### config.mk
export PLATFORM = sky130hd
export DESIGN_NAME = cache_err_trap_dispatch
export DESIGN_NICKNAME = d
export VERILOG_FILES = /design/src/rtl/ced_pkg.sv /design/src/rtl/ced_ctl_reg.sv /design/src/rtl/ced_classify.sv /design/src/rtl/ced_status.sv /design/src/rtl/cache_err_trap_dispatch.sv
export SDC_FILE = /design/constraint.sdc
export NUM_CORES = 1
export LEC_CHECK = 0
export ABC_CLOCK_PERIOD_IN_PS = 1100
export BUFFER_PORTS_ARGS = -buffer_cell sky130_fd_sc_hd__buf_2
export CORE_ASPECT_RATIO = 1.75
export CORE_MARGIN = 4
export CORE_UTILIZATION = 30
export CTS_BUF_LIST = sky130_fd_sc_hd__clkbuf_4 sky130_fd_sc_hd__clkbuf_8
export CTS_CLUSTER_SIZE = 14
export DETAILED_ROUTE_END_ITERATION = 16
export PLACE_DENSITY = 0.72
export SYNTH_ARGS = -nofsm -noshare
export SYNTH_HDL_FRONTEND = slang
export SYNTH_HIERARCHICAL = 1
export SYNTH_SLANG_ARGS = --single-unit
### constraint.sdc
create_clock -name clk -period 1.1 [get_ports clk]
set_clock_uncertainty 0.05 [all_clocks]
set_input_delay 0.22 -clock clk [delete_from_list [all_inputs] [get_ports clk]]
set_output_delay 0.22 -clock clk [all_outputs]
set_load 0.01 [all_outputs]
### src/rtl/ced_pkg.sv
package ced_pkg;

    localparam int NUM_CLASS   = 6;
    localparam int TAG_ECC_W   = 4;
    localparam int DATA_ECC_W  = 9;

    localparam int EN_CORR_BIT  = 0;
    localparam int EN_UNC_BIT   = 1;
    localparam int EN_FAST_BIT  = 3;
    localparam int FDATA_LO     = 4;
    localparam int FDATA_FORCE  = FDATA_LO + DATA_ECC_W;
    localparam int FTAG_LO      = FDATA_FORCE + 1;
    localparam int FTAG_FORCE   = FTAG_LO + TAG_ECC_W;
    localparam int CTL_USED_W   = FTAG_FORCE + 1;

    typedef enum logic [2:0] {
        CLS_CACHE_SOFT = 3'd0,
        CLS_CACHE_UNC  = 3'd1,
        CLS_HW_CORR    = 3'd2,
        CLS_BUS_UE     = 3'd3,
        CLS_BUS_TO     = 3'd4,
        CLS_BUS_ERR    = 3'd5,
        CLS_RSV6       = 3'd6,
        CLS_RSV7       = 3'd7
    } err_class_e;

    typedef enum logic [2:0] {
        OP_IFETCH  = 3'd0,
        OP_LOAD    = 3'd1,
        OP_ATOMIC  = 3'd2,
        OP_MERGE   = 3'd3,
        OP_WBACK   = 3'd4,
        OP_COPYOUT = 3'd5,
        OP_IVEC    = 3'd6,
        OP_RSV     = 3'd7
    } err_op_e;

    typedef struct packed {
        logic disrupt;
        logic dacc;
        logic iacc;
        logic fast;
    } trap_req_t;

    typedef struct packed {
        logic                  tag_force;
        logic [TAG_ECC_W-1:0]  tag_val;
        logic                  data_force;
        logic [DATA_ECC_W-1:0] data_val;
    } inject_t;

    function automatic logic [CTL_USED_W-1:0] ctl_wmask();
        logic [CTL_USED_W-1:0] m;
        m = '0;
        m[EN_CORR_BIT] = 1'b1;
        m[EN_UNC_BIT]  = 1'b1;
        m[EN_FAST_BIT] = 1'b1;
        for (int i = FDATA_LO; i < CTL_USED_W; i++) m[i] = 1'b1;
        return m;
    endfunction

    function automatic logic op_local_read(err_op_e op);
        return (op == OP_IFETCH) || (op == OP_LOAD) || (op == OP_ATOMIC);
    endfunction

    function automatic logic op_background(err_op_e op);
        return (op == OP_MERGE) || (op == OP_WBACK) || (op == OP_COPYOUT);
    endfunction

    function automatic logic class_known(err_class_e c);
        return c <= CLS_BUS_ERR;
    endfunction

endpackage

### src/rtl/ced_ctl_reg.sv
module ced_ctl_reg
    import ced_pkg::*;
#(
    parameter int CTL_W = 32
) (
    input  logic                  clk,
    input  logic                  rst,
    input  logic                  wr_en,
    input  logic [CTL_W-1:0]      wr_data,
    output logic [CTL_W-1:0]      rd_data,
    output logic                  en_corr,
    output logic                  en_unc,
    output logic                  en_fast,
    input  logic [TAG_ECC_W-1:0]  tag_in,
    input  logic [DATA_ECC_W-1:0] data_in,
    output logic [TAG_ECC_W-1:0]  tag_out,
    output logic [DATA_ECC_W-1:0] data_out
);
    localparam logic [CTL_W-1:0] WMASK = CTL_W'(ctl_wmask());

    logic [CTL_W-1:0] ctl_q;
    inject_t          inj;

    always_ff @(posedge clk) begin
        if (rst)        ctl_q <= '0;
        else if (wr_en) ctl_q <= wr_data & WMASK;
    end

    assign rd_data = ctl_q;
    assign en_corr = ctl_q[EN_CORR_BIT];
    assign en_unc  = ctl_q[EN_UNC_BIT];
    assign en_fast = ctl_q[EN_FAST_BIT];

    assign inj.tag_force  = ctl_q[FTAG_FORCE];
    assign inj.tag_val    = ctl_q[FTAG_LO +: TAG_ECC_W];
    assign inj.data_force = ctl_q[FDATA_FORCE];
    assign inj.data_val   = ctl_q[FDATA_LO +: DATA_ECC_W];

    always_comb begin
        tag_out  = inj.tag_force  ? inj.tag_val  : tag_in;
        data_out = inj.data_force ? inj.data_val : data_in;
    end
endmodule

### src/rtl/ced_classify.sv
module ced_classify
    import ced_pkg::*;
(
    input  logic                 valid,
    input  logic [2:0]           cls_raw,
    input  logic [2:0]           op_raw,
    input  logic                 en_corr,
    input  logic                 en_unc,
    input  logic                 en_fast,
    output trap_req_t            req,
    output logic [NUM_CLASS-1:0] log_set
);
    err_class_e cls;
    err_op_e    op;

    assign cls = err_class_e'(cls_raw);
    assign op  = err_op_e'(op_raw);

    always_comb begin
        req = '0;
        if (valid) begin
            unique case (cls)
                CLS_CACHE_SOFT, CLS_CACHE_UNC: begin
                    req.fast = en_fast && op_local_read(op);
                end
                CLS_HW_CORR: begin
                    req.disrupt = en_corr && (op != OP_RSV);
                end
                CLS_BUS_UE, CLS_BUS_TO, CLS_BUS_ERR: begin
                    if (en_unc) begin
                        req.iacc    = (op == OP_IFETCH);
                        req.dacc    = (op == OP_LOAD) || (op == OP_ATOMIC) || (op == OP_IVEC);
                        req.disrupt = op_background(op);
                    end
                end
                default: req = '0;
            endcase
        end
    end

    for (genvar g = 0; g < NUM_CLASS; g++) begin : g_log
        assign log_set[g] = valid && class_known(cls) && (cls_raw == 3'(g));
    end
endmodule

### src/rtl/ced_status.sv
module ced_status
    import ced_pkg::*;
(
    input  logic                 clk,
    input  logic                 rst,
    input  logic [NUM_CLASS-1:0] set,
    input  logic                 clr_en,
    input  logic [NUM_CLASS-1:0] clr_mask,
    output logic [NUM_CLASS-1:0] sts
);
    for (genvar g = 0; g < NUM_CLASS; g++) begin : g_bit
        logic bit_q;
        always_ff @(posedge clk) begin
            if (rst)                        bit_q <= 1'b0;
            else if (set[g])                bit_q <= 1'b1;
            else if (clr_en && clr_mask[g]) bit_q <= 1'b0;
        end
        assign sts[g] = bit_q;
    end
endmodule

### src/rtl/cache_err_trap_dispatch.sv
module cache_err_trap_dispatch
    import ced_pkg::*;
#(
    parameter int CTL_W = 32
) (
    input  logic                  clk,
    input  logic                  rst,
    input  logic                  evt_valid,
    input  logic [2:0]            evt_class,
    input  logic [2:0]            evt_op,
    input  logic                  ctl_wr_en,
    input  logic [CTL_W-1:0]      ctl_wr_data,
    output logic [CTL_W-1:0]      ctl_rd_data,
    input  logic                  sts_clr_en,
    input  logic [NUM_CLASS-1:0]  sts_clr_mask,
    output logic [NUM_CLASS-1:0]  sts_rd_data,
    input  logic [TAG_ECC_W-1:0]  ecc_tag_in,
    input  logic [DATA_ECC_W-1:0] ecc_data_in,
    output logic [TAG_ECC_W-1:0]  ecc_tag_out,
    output logic [DATA_ECC_W-1:0] ecc_data_out,
    output logic                  trap_fast_ecc,
    output logic                  trap_inst_access,
    output logic                  trap_data_access,
    output logic                  trap_disrupt
);
    logic                 en_corr, en_unc, en_fast;
    trap_req_t            req_d, req_q;
    logic [NUM_CLASS-1:0] log_set;

    ced_ctl_reg #(.CTL_W(CTL_W)) ctl_i (
        .clk(clk), .rst(rst),
        .wr_en(ctl_wr_en), .wr_data(ctl_wr_data), .rd_data(ctl_rd_data),
        .en_corr(en_corr), .en_unc(en_unc), .en_fast(en_fast),
        .tag_in(ecc_tag_in), .data_in(ecc_data_in),
        .tag_out(ecc_tag_out), .data_out(ecc_data_out)
    );

    ced_classify cls_i (
        .valid(evt_valid), .cls_raw(evt_class), .op_raw(evt_op),
        .en_corr(en_corr), .en_unc(en_unc), .en_fast(en_fast),
        .req(req_d), .log_set(log_set)
    );

    ced_status sts_i (
        .clk(clk), .rst(rst), .set(log_set),
        .clr_en(sts_clr_en), .clr_mask(sts_clr_mask), .sts(sts_rd_data)
    );

    always_ff @(posedge clk) begin
        if (rst) req_q <= '0;
        else     req_q <= req_d;
    end

    assign trap_fast_ecc    = req_q.fast;
    assign trap_inst_access = req_q.iacc;
    assign trap_data_access = req_q.dacc;
    assign trap_disrupt     = req_q.disrupt;
endmodule

---- Yosys cells after proc, flatten, opt, wreduce, memory -nomap -nowiden ----
Index checks and enable logic that the tools add are counted.
word-level totals
  register bits ........................... 28
  bits in latches ......................... 0
  memory bits (writable) .................. 0
  ROM bits ................................ 0
  input port bits ......................... 62
  logic and storage cells ................. 78
  memories ................................ 0
cells by class
  add/subtract/negate cells ............... 0
  $mul .................................... 0
  divide/modulo/power cells ............... 0
  magnitude comparators ................... 1
  eq/ne operators ......................... 12
  shift-type cells ........................ 0
  multiplexer cells ....................... 16
  bitwise operators ....................... 4
  reductions and logical operators ........ 34
operators by type and width
  operator                                                number
  == test 3 bit (second input constant)                   5
  logical AND 1 bit                                       15
  == test 3 x 2 -> 1 bit (second input constant)          4
  2-to-1 mux 1 bit                                        12
  nonzero test 2 bit                                      6
  2-to-1 mux 9 bit                                        1
  == test 3 x 1 -> 1 bit (second input constant)          2
  zero test 3 bit                                         2
  logical OR 1 bit                                        6
  OR reduction 3 bit                                      2
  2-to-1 mux 4 bit                                        1
  inverter 1 bit                                          4
  OR reduction 2 bit                                      2
  OR reduction 4 bit                                      1
  less-or-equal comparator 3 bit (second input constant)  1
  2-to-1 mux 3 bit                                        1
  != test 3 bit (second input constant)                   1
  case mux 1 bit (2 select lines)                         1

---- Depth between registers and ports, before layout ----
  word-level depth ........................ 5
  depth in mapped cells ................... 4
  gate-level depth less buffers ........... 4

---- Modules after synthesis ----
Netlist, hierarchy kept.
by module, submodules not included
  module                   times used  cells each  area each (µm²)  seq. area each (µm²)
  ced_ctl_reg              1           90          938.4            360.3
  ced_status               1           30          262.8            120.1
  ced_classify             1           23          177.7            0.0
  cache_err_trap_dispatch  1           8           105.1            80.1

---- Worst setup path after synthesis ----
Ideal clock, no wire load.
  path type ............................... register to output
  from .................................... register ctl_i.ctl_q[13] (netlist: ctl_i/rd_data[13])
  to ...................................... output port ecc_data_out[0]
  data arrival time ....................... 0.878 ns
  data required time ...................... 0.830 ns
  slack ................................... -0.048 ns
  cell stages (with the launch flop) ...... 3
  buffers on the path ..................... 1
  cell sequence ........................... dfxtp_1 > buf_6 > mux2_2
on the way
  word-level cells in the longest chain between the ends .. 1
RTL lines
  item                      line                           text
  start: declaration        ced_ctl_reg.sv:21              logic [CTL_W-1:0] ctl_q;
  start signal: assignment  ced_ctl_reg.sv:26              else if (wr_en) ctl_q <= wr_data & WMASK;
  2-to-1 mux 9 bit          ced_ctl_reg.sv:41              data_out = inj.data_force ? inj.data_val : data_in;
  end: declaration          cache_err_trap_dispatch.sv:20  output logic [DATA_ECC_W-1:0] ecc_data_out,
No other way between the ends.

---- Worst setup path after layout ----
  from .................................... register ctl_i.ctl_q[13] (netlist: ctl_i/rd_data[13])
  to ...................................... output port ecc_data_out[6]
Same word-level chain as after synthesis.

==> reports/results.ini <==
[status]
run_status = complete, but fails checks
failing_checks = setup timing

[placement]
finalWeightedCongestion = 0.7494
port_buffers = 88
dp.cells = 284
dp_hpwl_um = 2962

[die]
chipHeight_um = 101.0
dieWidth_um = 61.17
placement_rows = 33
pin_count = 117
initial_utilization_pct = 31.25
placeableCoreArea_sq_mm = 0.004748
dieArea_sq_mm = 0.006180

[drt]
wl_per_cell_um = 13.53
route.detailed.vias_per_inst = 4.634
vias = 1353
initialDrtViolationCount = 11
wirelength_um = 3951
drc = 0
final_antenna_net_count = 0
drt_pre_antenna_iters = 4

[critical_path]
crit_path_top_delay_cell = sky130_fd_sc_hd__dfxtp_4
critical_path_buf_inv_count = 2
worstPathMaxFanout = 4
critical-path-top-cell-by-count = sky130_fd_sc_hd__buf_6
timing.setup.critical_path_class = reg -> out
required_time_of_the_worst_setup_path_ns = 0.83
critPathCaptureType = output pin
critPathLaunchType = flop
timing.critical_path.cells = buf_6 -> mux2_4 -> buf_6
critical-path-top-delay-family = flip-flops
worst_ep_arrival_time_ns = 1.19
timing.critical_path.slowest_cell_delay_ns = 0.37

[yosys]
post_synth_inst_count = 151
ys.warnings.count = 6
synth_area_per_cell_sq_um = 9.827
synthesized_area_sq_mm = 0.001484
muxShareOfSynthArea_pct = 22.01
synth-compound-area-share_pct = 6.998
async_reset_ff_share_pct = 0
synth_adder_area_share_pct = 0
synth_seq_area_share_pct = 37.77
synth-simple-area-share_pct = 16.02
combinational_family_with_the_most_area_after_synthesis = multiplexers
netlist-cell-type-count = 27
synth_enable_flop_cells = 0
synthXorXnorAreaFrac_pct = 0
synth_ff_type = sky130_fd_sc_hd__dfxtp_1
flops_latches_synth = 28

[clock_network]
number_of_buffers_created_by_cts = 3
post_cts_hold_buffer_count = 0
cts.htree.levels = 1
tritoncts_num_sinks = 28
latest_clock_arrival_within_the_worst_skew_pair_ns = 0.27
tritoncts_clock_tree = built
clk_pin_slew_ns = 0.10
max-clock-path-buffers = 2
clock-root-buffer = sky130_fd_sc_hd__clkbuf_8

[final_layout]
fillCellCount = 474
final_nets = 303
final-instance-count-excl-fill = 292
layout-drive-gt1-share_pct = 55.00
areaGrowthSynthToFinish_pct = 46.46
antennaDiodeCount = 0

[sta]
tcrit_tclk_final_pct = 132.3
postLayoutSetupSlackWorst_ns = -0.3556
timing_hold_violations_final = 0
unrepaired_setup_endpoints_after_global_routing = yes
finalSetupViolations = 15
hold_slack_ns = 0.08096
finalWorstPathRequiredPeriod_ns = 1.456
final-max-slew-violation-count = 0
clock.fmax_mhz = 687.0
setup_tns_ns = -4.524

[power_and_ir_drop]
switching_power_mw = 0.6044
p_leak_nw = 1.115
combinationalPowerShare_pct = 23.2
sw_frac_of_total_pct = 24.47
clockPowerShare_pct = 32.4
cellPowerDensity_mw_per_mm2 = 1137
maximum_vdd_drop_mv = 0.7189
power.sequential.fraction_pct = 44.4
p_int_mw = 1.866

[grt]
grt_pass1_vias = 1340
global_route.usage.total_pct = 12.58
initial_antenna_violation_count = 0
grt_pass1_wl_um = 5885
grt_remaining_overflow = 0
pin_count_of_the_biggest_net_entering_global_routing = 19

[worst_hold_path]
hold_path_class = in -> reg

[flow_run]
max_cap_violations = 0

## logic make-up after synthesis
family	count (synthesis)
buf+inv	35
other cells	1
simple gates	45
flops	28
mux	31
compound gates	11
## through the flow
stage	setup slack [ns]	total power [mW]	utilization (%)	area (sq um)
5_1_grt	-0.4026	2.606	45.77	2173
4_1_cts	-0.3706	2.508	45.27	2150
3_3_place_gp	-0.1375	1.567	39.74	1887
3_5_place_dp	-0.1437	1.581	39.74	1887
6_report	-0.3556	2.470	45.77	2173
2_1_floorplan	-0.001449	1.411	-	1534
## state kept, by name, indices dropped and copies added (netlist names)
register / flops
ctl_i/rd_data: 18
sts_i/g_bit.bit_q: 6
trap_data_access: 1
trap_disrupt: 1
trap_fast_ecc: 1
trap_inst_access: 1
## synthesized netlist by cell type (2+ instances only)
library cell,instances,area share [%]
sky130_fd_sc_hd__inv_1,7,1.8
sky130_fd_sc_hd__buf_6,2,1.5
sky130_fd_sc_hd__nor2b_1,5,2.1
sky130_fd_sc_hd__mux2i_1,18,12
sky130_fd_sc_hd__dfxtp_1,28,38
sky130_fd_sc_hd__nand2_1,3,0.76
sky130_fd_sc_hd__nor3b_1,3,1.5
sky130_fd_sc_hd__nor4_1,2,0.84
sky130_fd_sc_hd__mux2_2,13,9.9
sky130_fd_sc_hd__a311oi_1,6,3.5
sky130_fd_sc_hd__and4b_2,2,1.5
sky130_fd_sc_hd__nor2_1,25,6.3
sky130_fd_sc_hd__buf_4,23,12
## power groups by stage
stage	logic [mW]	registers (mW)	clock network [mW]
floorplan	0.284	1.13	0
global placement	0.446	1.12	0
detailed placement	0.457	1.12	0
CTS	0.566	1.10	0.847
global route	0.625	1.10	0.878
finish	0.573	1.10	0.802
## layout make-up
class	count	area, sq um	share of cell area (%)
multi-input combinational	101	769.5	35.41
inverter	7	26.28	1.209
clock buffer	3	41.29	1.900
sequential	28	579.3	26.66
tap	52	65.06	2.994
timing repair buffer	100	661.9	30.45
clock inverter	1	30.03	1.382
## final timing paths
check,startpoint,to,cells after the start,slack (ns)
setup / recovery,ctl_i/rd_data[13],ecc_data_out[6],3,-0.36
hold / removal,sts_clr_mask[0],sts_i/g_bit[0].bit_q,2,0.08
setup reg to reg,ctl_i/rd_data[0],trap_disrupt,3,0.11
hold reg to reg,sts_i/g_bit[5].bit_q,sts_i/g_bit[5].bit_q,2,0.44
## layer usage
layer  GRT usage [%]  vias up  part of all wire, %
li1                -      662                    -
met1           11.54      611                   32
met2           24.63       74                   56
met3           2.564        6                   11
met4           5.342        0                  1.8
met5               0        -                    0
## cells in the final DEF, fill, tap and decap left out
cell / count
sky130_fd_sc_hd__and4bb_4: 1
sky130_fd_sc_hd__o211ai_2: 1
sky130_fd_sc_hd__buf_4: 6
sky130_fd_sc_hd__nor3_1: 1
sky130_fd_sc_hd__buf_12: 1
sky130_fd_sc_hd__conb_1: 14
sky130_fd_sc_hd__dfxtp_1: 21
sky130_fd_sc_hd__nand2_2: 1
sky130_fd_sc_hd__buf_2: 72
sky130_fd_sc_hd__nor2b_1: 5
sky130_fd_sc_hd__clkbuf_8: 3
sky130_fd_sc_hd__and3b_2: 1
sky130_fd_sc_hd__mux2_4: 13
sky130_fd_sc_hd__nor2_1: 25
sky130_fd_sc_hd__bufinv_16: 1
sky130_fd_sc_hd__dfxtp_2: 3
sky130_fd_sc_hd__a31oi_1: 1
sky130_fd_sc_hd__mux2i_1: 18
sky130_fd_sc_hd__buf_6: 21
sky130_fd_sc_hd__nand2_1: 3
sky130_fd_sc_hd__a21oi_1: 1
sky130_fd_sc_hd__nand2b_1: 1
sky130_fd_sc_hd__nor3b_1: 3
sky130_fd_sc_hd__a221oi_2: 1
sky130_fd_sc_hd__inv_1: 7
sky130_fd_sc_hd__a311oi_1: 6
sky130_fd_sc_hd__a211oi_2: 1
sky130_fd_sc_hd__and4b_2: 2
sky130_fd_sc_hd__nor4_1: 2
sky130_fd_sc_hd__dfxtp_4: 4
## what timing repair did
item	in CTS	in global routing
cloned	0	0
endpoints found under the setup margin	17	20
setup buffers	3	1
gates resized for setup	39	6
No activity file was read; power rests on OpenSTA's default activity.
